$ cat src/rtl/cpp_pkg.sv
package cpp_pkg;
  localparam int unsigned DATA_W     = 8;
  localparam int unsigned PAY_MAX    = 1024;
  localparam int unsigned LEN_W      = $clog2(PAY_MAX) + 1;
  localparam int unsigned FCNT_W     = $clog2(PAY_MAX + 1);
  localparam int unsigned BPF_W      = 8;
  localparam int unsigned BASE_BYTES = 15;
  localparam int unsigned SIZE_W     = 2;
  localparam int unsigned RATE_W     = 3;

  function automatic logic [4:0] rate_mult(input logic [RATE_W-1:0] code);
    case (code)
      3'd0:    rate_mult = 5'd1;
      3'd1:    rate_mult = 5'd2;
      3'd2:    rate_mult = 5'd4;
      3'd3:    rate_mult = 5'd5;
      3'd4:    rate_mult = 5'd8;
      3'd5:    rate_mult = 5'd10;
      default: rate_mult = 5'd16;
    endcase
  endfunction
endpackage

$ cat src/rtl/cpp_cfg_decode.sv
module cpp_cfg_decode
  import cpp_pkg::*;
(
  input  logic [SIZE_W-1:0] size_code_i,
  input  logic [RATE_W-1:0] rate_code_i,
  output logic [LEN_W-1:0]  pay_len_o,
  output logic [BPF_W-1:0]  bpf_o
);
  always_comb begin
    case (size_code_i)
      2'd1:    pay_len_o = LEN_W'(512);
      2'd2:    pay_len_o = LEN_W'(1024);
      default: pay_len_o = LEN_W'(256);
    endcase
    bpf_o = BPF_W'(BASE_BYTES * rate_mult(rate_code_i));
  end
endmodule

$ cat src/rtl/cpp_pack_ctrl.sv
module cpp_pack_ctrl
  import cpp_pkg::*;
(
  input  logic              clk_i,
  input  logic              rst_ni,
  input  logic              acc_i,
  input  logic              bf_strobe_i,
  input  logic [LEN_W-1:0]  cfg_len_i,
  input  logic [BPF_W-1:0]  cfg_bpf_i,
  output logic              last_o,
  output logic [FCNT_W-1:0] frames_o
);
  logic [LEN_W-1:0]  pay_cnt_q, len_q, len_eff;
  logic [BPF_W-1:0]  bpf_q, bpf_eff, pos_q, pos_base, pos_nxt;
  logic [FCNT_W-1:0] fcnt_q;
  logic              idle, start;

  // config bypassed at payload start, frozen otherwise
  assign idle    = (pay_cnt_q == '0);
  assign len_eff = idle ? cfg_len_i : len_q;
  assign bpf_eff = idle ? cfg_bpf_i : bpf_q;
  assign start   = bf_strobe_i || (pos_q == '0);
  assign last_o  = (pay_cnt_q == len_eff - LEN_W'(1));
  assign frames_o = fcnt_q + FCNT_W'(start);

  always_comb begin
    pos_base = start ? BPF_W'(1) : pos_q + BPF_W'(1);
    pos_nxt  = (pos_base >= bpf_eff) ? '0 : pos_base;
  end

  always_ff @(posedge clk_i or negedge rst_ni) begin
    if (!rst_ni) begin
      pay_cnt_q <= '0;
      len_q     <= LEN_W'(256);
      bpf_q     <= BPF_W'(BASE_BYTES);
      pos_q     <= '0;
      fcnt_q    <= '0;
    end else if (acc_i) begin
      if (idle) begin
        len_q <= cfg_len_i;
        bpf_q <= cfg_bpf_i;
      end
      pay_cnt_q <= last_o ? '0 : pay_cnt_q + LEN_W'(1);
      fcnt_q    <= last_o ? '0 : frames_o;
      pos_q     <= pos_nxt;
    end
  end

  AST_PAY_BOUND: assert property (@(posedge clk_i) disable iff (!rst_ni)
    (pay_cnt_q != '0) |-> (pay_cnt_q < len_q));
  AST_FCNT_LE: assert property (@(posedge clk_i) disable iff (!rst_ni)
    fcnt_q <= FCNT_W'(pay_cnt_q));
endmodule

$ cat src/rtl/cpp_byte_fifo.sv
module cpp_byte_fifo #(
  parameter int unsigned DW    = 20,
  parameter int unsigned DEPTH = 8,
  localparam int unsigned AW   = (DEPTH > 1) ? $clog2(DEPTH) : 1
) (
  input  logic          clk_i,
  input  logic          rst_ni,
  input  logic          wr_i,
  input  logic [DW-1:0] wr_data_i,
  input  logic          rd_i,
  output logic [DW-1:0] rd_data_o,
  output logic          empty_o,
  output logic          full_o
);
  logic [DW-1:0] mem [DEPTH];
  logic [AW-1:0] wr_ptr_q, rd_ptr_q;
  logic [AW:0]   cnt_q;

  assign empty_o   = (cnt_q == '0);
  assign full_o    = (cnt_q == (AW+1)'(DEPTH));
  assign rd_data_o = mem[rd_ptr_q];

  function automatic logic [AW-1:0] bump(input logic [AW-1:0] p);
    bump = (p == AW'(DEPTH - 1)) ? '0 : p + AW'(1);
  endfunction

  always_ff @(posedge clk_i) begin
    if (wr_i) mem[wr_ptr_q] <= wr_data_i;
  end

  always_ff @(posedge clk_i or negedge rst_ni) begin
    if (!rst_ni) begin
      wr_ptr_q <= '0;
      rd_ptr_q <= '0;
      cnt_q    <= '0;
    end else begin
      if (wr_i) wr_ptr_q <= bump(wr_ptr_q);
      if (rd_i) rd_ptr_q <= bump(rd_ptr_q);
      case ({wr_i, rd_i})
        2'b10:   cnt_q <= cnt_q + 1'b1;
        2'b01:   cnt_q <= cnt_q - 1'b1;
        default: ;
      endcase
    end
  end

  AST_NO_OVERFLOW: assert property (@(posedge clk_i) disable iff (!rst_ni)
    wr_i |-> (!full_o || rd_i));
  AST_NO_UNDERFLOW: assert property (@(posedge clk_i) disable iff (!rst_ni)
    rd_i |-> !empty_o);
endmodule

$ cat src/rtl/cpri_payload_packer.sv
module cpri_payload_packer
  import cpp_pkg::*;
#(
  parameter int unsigned FIFO_DEPTH = 8
) (
  input  logic              clk_i,
  input  logic              rst_ni,
  input  logic              in_valid_i,
  input  logic [DATA_W-1:0] in_data_i,
  input  logic              in_bf_start_i,
  input  logic [SIZE_W-1:0] cfg_size_i,
  input  logic [RATE_W-1:0] cfg_rate_i,
  output logic              out_valid_o,
  input  logic              out_ready_i,
  output logic [DATA_W-1:0] out_data_o,
  output logic              out_last_o,
  output logic [FCNT_W-1:0] out_frames_o,
  output logic              overflow_o
);
  localparam int unsigned ENT_W = DATA_W + 1 + FCNT_W;

  logic [LEN_W-1:0]  dec_len;
  logic [BPF_W-1:0]  dec_bpf;
  logic              acc, last, full, empty, pop, ovf_q;
  logic [FCNT_W-1:0] frames, frames_w;
  logic [ENT_W-1:0]  wr_ent, rd_ent;

  cpp_cfg_decode u_dec (
    .size_code_i (cfg_size_i),
    .rate_code_i (cfg_rate_i),
    .pay_len_o   (dec_len),
    .bpf_o       (dec_bpf)
  );

  // a full buffer still accepts when a beat leaves in the same cycle
  assign acc = in_valid_i && (!full || out_ready_i);
  assign pop = !empty && out_ready_i;

  cpp_pack_ctrl u_ctrl (
    .clk_i       (clk_i),
    .rst_ni      (rst_ni),
    .acc_i       (acc),
    .bf_strobe_i (in_bf_start_i),
    .cfg_len_i   (dec_len),
    .cfg_bpf_i   (dec_bpf),
    .last_o      (last),
    .frames_o    (frames)
  );

  assign frames_w = last ? frames : '0;
  assign wr_ent   = {in_data_i, last, frames_w};

  cpp_byte_fifo #(.DW(ENT_W), .DEPTH(FIFO_DEPTH)) u_fifo (
    .clk_i     (clk_i),
    .rst_ni    (rst_ni),
    .wr_i      (acc),
    .wr_data_i (wr_ent),
    .rd_i      (pop),
    .rd_data_o (rd_ent),
    .empty_o   (empty),
    .full_o    (full)
  );

  assign out_valid_o  = !empty;
  assign out_data_o   = rd_ent[ENT_W-1 -: DATA_W];
  assign out_last_o   = rd_ent[FCNT_W];
  assign out_frames_o = rd_ent[FCNT_W-1:0];
  assign overflow_o   = ovf_q;

  always_ff @(posedge clk_i or negedge rst_ni) begin
    if (!rst_ni) ovf_q <= 1'b0;
    else         ovf_q <= in_valid_i && full && !out_ready_i;
  end

  AST_HOLD: assert property (@(posedge clk_i) disable iff (!rst_ni)
    (out_valid_o && !out_ready_i) |=> (out_valid_o && $stable(out_data_o)
      && $stable(out_last_o) && $stable(out_frames_o)));
  AST_OVF_CAUSE: assert property (@(posedge clk_i) disable iff (!rst_ni)
    overflow_o |-> $past(in_valid_i && !out_ready_i));
  AST_LAST_ONLY_FRAMES: assert property (@(posedge clk_i) disable iff (!rst_ni)
    (out_valid_o && !out_last_o) |-> (out_frames_o == '0));
endmodule

$ cat config.mk
export PLATFORM = sky130hd
export DESIGN_NAME = cpri_payload_packer
export DESIGN_NICKNAME = d
export VERILOG_FILES = /design/src/rtl/cpp_pkg.sv /design/src/rtl/cpp_cfg_decode.sv /design/src/rtl/cpp_pack_ctrl.sv /design/src/rtl/cpp_byte_fifo.sv /design/src/rtl/cpri_payload_packer.sv
export SDC_FILE = /design/constraint.sdc
export NUM_CORES = 1
export LEC_CHECK = 0
export CORE_MARGIN = 2
export CORE_UTILIZATION = 50
export CTS_BUF_LIST = sky130_fd_sc_hd__clkbuf_4 sky130_fd_sc_hd__clkbuf_8
export CTS_CLUSTER_DIAMETER = 120
export CTS_CLUSTER_SIZE = 8
export DETAILED_ROUTE_END_ITERATION = 7
export PLACE_DENSITY = 0.73
export SLEW_MARGIN = 15
export SYNTH_ARGS = -nofsm -noshare
export SYNTH_HDL_FRONTEND = slang
export SYNTH_HIERARCHICAL = 1
export SYNTH_SLANG_ARGS = --single-unit
export TNS_END_PERCENT = 1
$ cat constraint.sdc
create_clock -name clk_i -period 6.57 [get_ports clk_i]
set_input_delay 1.314 -clock clk_i [delete_from_list [all_inputs] [get_ports clk_i]]
set_output_delay 1.314 -clock clk_i [all_outputs]
set_load 0.03 [all_outputs]
# Word-level counts from Yosys, hierarchy flattened
# Memories as Yosys holds them, arrays and structs flattened.
# Cells that the tools add are included.
[word_totals]
ff_bits = 60
ram_bits = 160
inputBits = 18
wordCells = 61
n_memories = 1
[classes]
n_addsub = 8
multipliers = 1
magnitude_cmp = 1
eq_ne = 13
muxes = 14
n_reduce_logical = 14
[memory_table]
columns = ["name", "depth", "word_bits", "rd", "rd_ports_with_merged_regs", "wr", "line", "text"]
rows = [
  ["u_fifo.mem", 8, 20, 1, 0, 1, "cpp_byte_fifo.sv:15", "logic [DW-1:0] mem [DEPTH];"],
]
[op_table]
columns = ["operator", "count"]
rows = [
  ["two-way mux 11 bit", 4],
  ["case mux 5 bit (6 select lines)", 1],
  ["two-way mux 8 bit", 3],
  ["case mux 11 bit (2 select lines)", 1],
  ["equality test 3 bit, second input constant", 4],
  ["adder 11 x 1 -> 11 bit", 1],
  ["adder 11 x 1 -> 11 bit, second input constant", 1],
  ["equality test 11 bit", 1],
  ["zero test 11 bit", 1],
  ["subtractor 11 x 1 -> 11 bit, second input constant", 1],
  ["adder 8 x 1 -> 8 bit, second input constant", 1],
  [">= comparator 8 bit", 1],
  ["zero test 8 bit", 1],
  ["multiplier 4 x 5 -> 8 bit, first input constant", 1],
  ["case mux 4 bit (2 select lines)", 1],
  ["adder 3 x 1 -> 3 bit, second input constant", 2],
  ["equality test 3 x 2 -> 1 bit, second input constant", 2],
  ["two-way mux 3 bit", 2],
  ["adder 4 x 1 -> 4 bit, second input constant", 1],
  ["equality test 2 x 1 -> 1 bit, second input constant", 2],
  ["equality test 2 bit, second input constant", 2],
  ["equality test 4 bit, second input constant", 1],
  ["logical AND 1 bit", 4],
  ["zero test 4 bit", 1],
  ["other kinds (7)", 11],
]

# Logic depth before layout (Yosys ltp)
[depth]
depth_word = 6
ltp_mapped = 20

# Hierarchy
# Netlist, hierarchy kept.
[by_module_without_submodules]
columns = ["module", "n_inst", "cells_per_inst", "area_per_inst_um2"]
rows = [
  ["cpp_byte_fifo", 1, 290, 6744.0],
  ["cpp_pack_ctrl", 1, 369, 3338.2],
  ["cpp_cfg_decode", 1, 61, 459.2],
  ["cpri_payload_packer", 1, 18, 130.1],
]

# Worst setup path before layout
# Ideal clock, no wire load.
[synth_path]
path_type = "input -> register"
startpoint = "input port cfg_rate_i[2]"
endpoint = "register u_ctrl.pos_q[2]"
setup_ns = 0.101
arrival_time_ns = 5.020
required_ns = 6.469
slack_ns = 1.449
path_stages = 19
cell_sequence = "buf_4 > or2b_1 > ha_1 > nor2_1 > nor2_1 > nor2_1 > ha_1 > nand2_1 > nand2b_1 > fa_1 > ha_1 > a21oi_1 > o21ai_1 > xnor2_1 > mux2i_1 > ha_1 > a2111oi_0 > nor2_1 > o32ai_1"
[synth_between]
elab_chain_len = 6
elab_cells_between_ends = 11
[synth_lines]
columns = ["item", "line", "text"]
rows = [
  ["from (decl)", "cpri_payload_packer.sv:12", "input logic [RATE_W-1:0] cfg_rate_i,"],
  ["equality test 3 bit, or another cell as far along", "cpp_pkg.sv:12", "case (code)"],
  ["case mux 5 bit (6 select lines) (*)", "cpp_pkg.sv:12", ""],
  ["multiplier 4 x 5 -> 8 bit (*)", "cpp_cfg_decode.sv:15", "bpf_o = BPF_W'(BASE_BYTES * rate_mult(rate_code_i));"],
  ["via dec_bpf[0]", "cpri_payload_packer.sv:23", "logic [BPF_W-1:0] dec_bpf;"],
  ["two-way mux 8 bit (*)", "cpp_pack_ctrl.sv:21", "assign bpf_eff = idle ? cfg_bpf_i : bpf_q;"],
  [">= comparator 8 bit (*)", "cpp_pack_ctrl.sv:28", "pos_nxt = (pos_base >= bpf_eff) ? '0 : pos_base;"],
  ["two-way mux 8 bit (*)", "cpp_pack_ctrl.sv:28", ""],
  ["to (signal assigned)", "cpp_pack_ctrl.sv:45", "pos_q <= pos_nxt;"],
  ["to (decl)", "cpp_pack_ctrl.sv:14", "logic [BPF_W-1:0] bpf_q, bpf_eff, pos_q, pos_base, pos_nxt;"],
]
# Mark *: on every way through the listed nets, which the timed path passes. The rest lies on a longest branch.
# A chain may end at the register's enable or synchronous reset.

# Final worst setup path
[layout_path]
startpoint = "input port cfg_rate_i[2]"
endpoint = "register u_ctrl.pos_q[4]"
# Same word-level chain as after synthesis.

==> out/results.ini <==
[finish]
layout_commonest_cell = edfxtp_1
finalInstanceArea_mm2 = 0.0120
area_delta_synth_final_pct = 12.1
layout.nets = 839
drive_gt1_share_pct = 17.1
diodes = 0
mostFrequentLayoutCells = edfxtp_1 (160), dfrtp_1 (54), nor2_1 (51), clkdlybuf4s50_1 (38), mux2_2 (36)

[clock_network]
cts.clk_slew.worst_paths_ns = 0.06
cts_max_level = 1
cts_tree = built
cts_setup_buffers = 0
cts_resized = 0
cts_sinks = 220
root_buffer = clkbuf_8
cts_buffers = 31
clock_latency_ns = 0.57
cts_max_path_buffers = 3
cts_hold_buf = 0

[die]
num_rows = 53
initial_utilization_pct = 50.9
die_h_um = 150
dieArea_mm2 = 0.0225
fp.dieW_um = 150
io_pins = 40
core-area_mm2 = 0.0210

[timing]
period_needed_ns = 5.84
hold_viol = 0
slew_headroom_pct = 46.7
tns_ns = 0
rsz0062_at_grt = no
worst_pin_slew_ns = 0.799
skew_ns = 0.0337
post-route-period-util_pct = 88.9
fmax_mhz = 171
maxSlewViolCount = 0
setup_violations = 0

[routing]
num_vias = 6169
first_pass_iters = 5
wire_per_inst_um = 18.7
ant_nets = 0
drtIter0Drc = 394
drt_wl_total_um = 20300
vias_per_cell = 5.67
drc = 0

[critical_path]
slowest_stage = clkdlybuf4s50_1
startpoint_type = primary input
path_cells = clkdlybuf4s50_1 > or2b_1 > ha_1 > nor2_1 > nor2_1 > nor2_1 > ha_1 > nand2_1 > nand2b_1 > fa_1 > ha_1 > a21oi_1 > o21ai_1 > xnor2_1 > mux2i_1 > ha_1 > a2111oi_0 > nor2_1 > o32ai_1
path_class = in2reg
cp_max_fo = 10
end_kind = register
max_stage_delay_ns = 0.66
crit_arrival_ns = 6.29
cp_data_required_time_ns = 7.02

[grt]
gr-total-overflow = 0
grt_pass1_wl_um = 32800
first_global_vias = 6361
grt_max_degree = 61
antenna_found_initial = 0
grt_use_total_pct = 18.5

[synthesis]
synth_ff_type = edfxtp_1
syn-mean-instance-area_um2 = 14.5
ys_warn_count = 6
synth_top_cell_by_area = edfxtp_1
synth_cell_type_count = 63
synthTopCellsByArea = edfxtp_1 (45%), dfrtp_1 (13%), mux4_1 (8.1%)
synth-edff-count = 160
synth-async-reset-ratio_pct = 27.3
synthesis.area_mm2 = 0.0107
ys_ff_latch = 220
yosysTopAreaCellShare_pct = 45.0
synthCells = 738
seq_area_frac_synth_pct = 59.2

[place]
post_dp_cell_area_mm2 = 0.0113
port_buffers = 39
place_congestion = 0.882
dp_hpwl_um = 12600

[status]
status = completed

[job]
drv_cap = 0

[pwr]
power_density_mw_per_mm2 = 384
peakVddDrop_uv = 227
leakage_uw = 0.00462

[worst_hold_path]
min_path_type = reg2reg

## per-layer routing
metal / wire (µm) / up-vias / GRT usage [%]
met2: 10700 / 137 / 33.5
met3: 725 / 36 / 2.70
met5: 0 / - / 0
met1: 8500 / 3086 / 23.3
met4: 354 / 0 / 4.86
li1: - / 2910 / -
## power breakdown
| group | switching [µW] | internal (µW) |
|---|---|---|
| registers | 158 | 1740 |
| clock network | 477 | 617 |
| logic | 847 | 753 |
## state kept, by name, indices dropped and copies added, names as in the netlist, 4 cells and up
register          flops
u_ctrl/bpf_q          8
u_ctrl/fcnt_q        11
u_ctrl/len_q         11
u_ctrl/pay_cnt_q     11
u_ctrl/pos_q          8
u_fifo/cnt_q          4
u_fifo/mem          160
## logic make-up after synthesis
family | synth area share, %
simple gates | 9.59
compound gates | 4.96
other cells | 0.0351
flops | 59.2
xor+xnor | 3.85
buf+inv | 3.53
fa+ha+maj | 3.89
mux | 15.0
## cells in the mapped netlist (all sizes together) (3+ instances only)
master	count
edfxtp	160
nor2	57
dfrtp	55
mux4	40
mux2	36
inv	31
ha	30
xnor2	30
buf	24
nand3	21
a21oi	19
clkbuf	19
nand2	18
mux2i	17
xor2	16
nor3	15
o21ai	15
and2	13
and3	13
nand2b	11
nor4	11
nor2b	8
nand4	7
o32ai	7
a21o	6
o22ai	6
a31oi	5
dfstp	5
nor3b	5
or4	5
a22o	3
o31ai	3
## critical path, delay by kind of cell
| family | cells | cell delay [ns] |
|---|---|---|
| adders and majority gates | 5 | 1.63 |
| AOI/OAI and AO/OA | 4 | 1.10 |
| xor gates and xnor gates | 1 | 0.13 |
| and+or+nand+nor | 7 | 1.20 |
| buffers and inverters | 1 | 0.66 |
| muxes | 1 | 0.23 |
## through the flow
step | cells | power [µW] | setup WS [ns] | hold slack [ns] | util, %
floorplan | 745 | 3050 | 1.45 | 0.455 | -
global placement | 1031 | 3460 | 0.637 | 0.472 | 54.0
detailed placement | 1031 | 3530 | 0.278 | 0.488 | 54.0
CTS | 1088 | 4640 | 0.857 | 0.498 | 57.1
global route | 1088 | 4840 | 0.425 | 0.521 | 57.1
finish | 1088 | 4590 | 0.728 | 0.496 | 57.1
## path summary, 6_finish.rpt
check / slack (ns) / to / cells past startpoint / start
setup / recovery: 0.73 / u_ctrl/pos_q[4] / 19 / cfg_rate_i[2]
hold / removal: 0.50 / u_fifo/cnt_q[3] / 1 / u_fifo/cnt_q[3]
setup reg to reg: 1.37 / u_ctrl/fcnt_q[4] / 14 / u_ctrl/pay_cnt_q[6]
hold reg to reg: 0.50 / u_fifo/cnt_q[3] / 1 / u_fifo/cnt_q[3]
max in group asynchronous: 5.05 / u_fifo/rd_ptr_q[0] / 2 / rst_ni
min in group asynchronous: 0.91 / u_ctrl/len_q[10] / 2 / rst_ni
## final cells by class
type                    instances  area (µm²)
clock inverters                 1        30.0
clock buffers                  56         614
inverters                      31         116
flip-flops and latches        220        6310
fillers                      1664        8990
repair buffers                 54         498
well taps                     275         344
multi-input cells             451        4050
(Power assumes the default switching activity.)
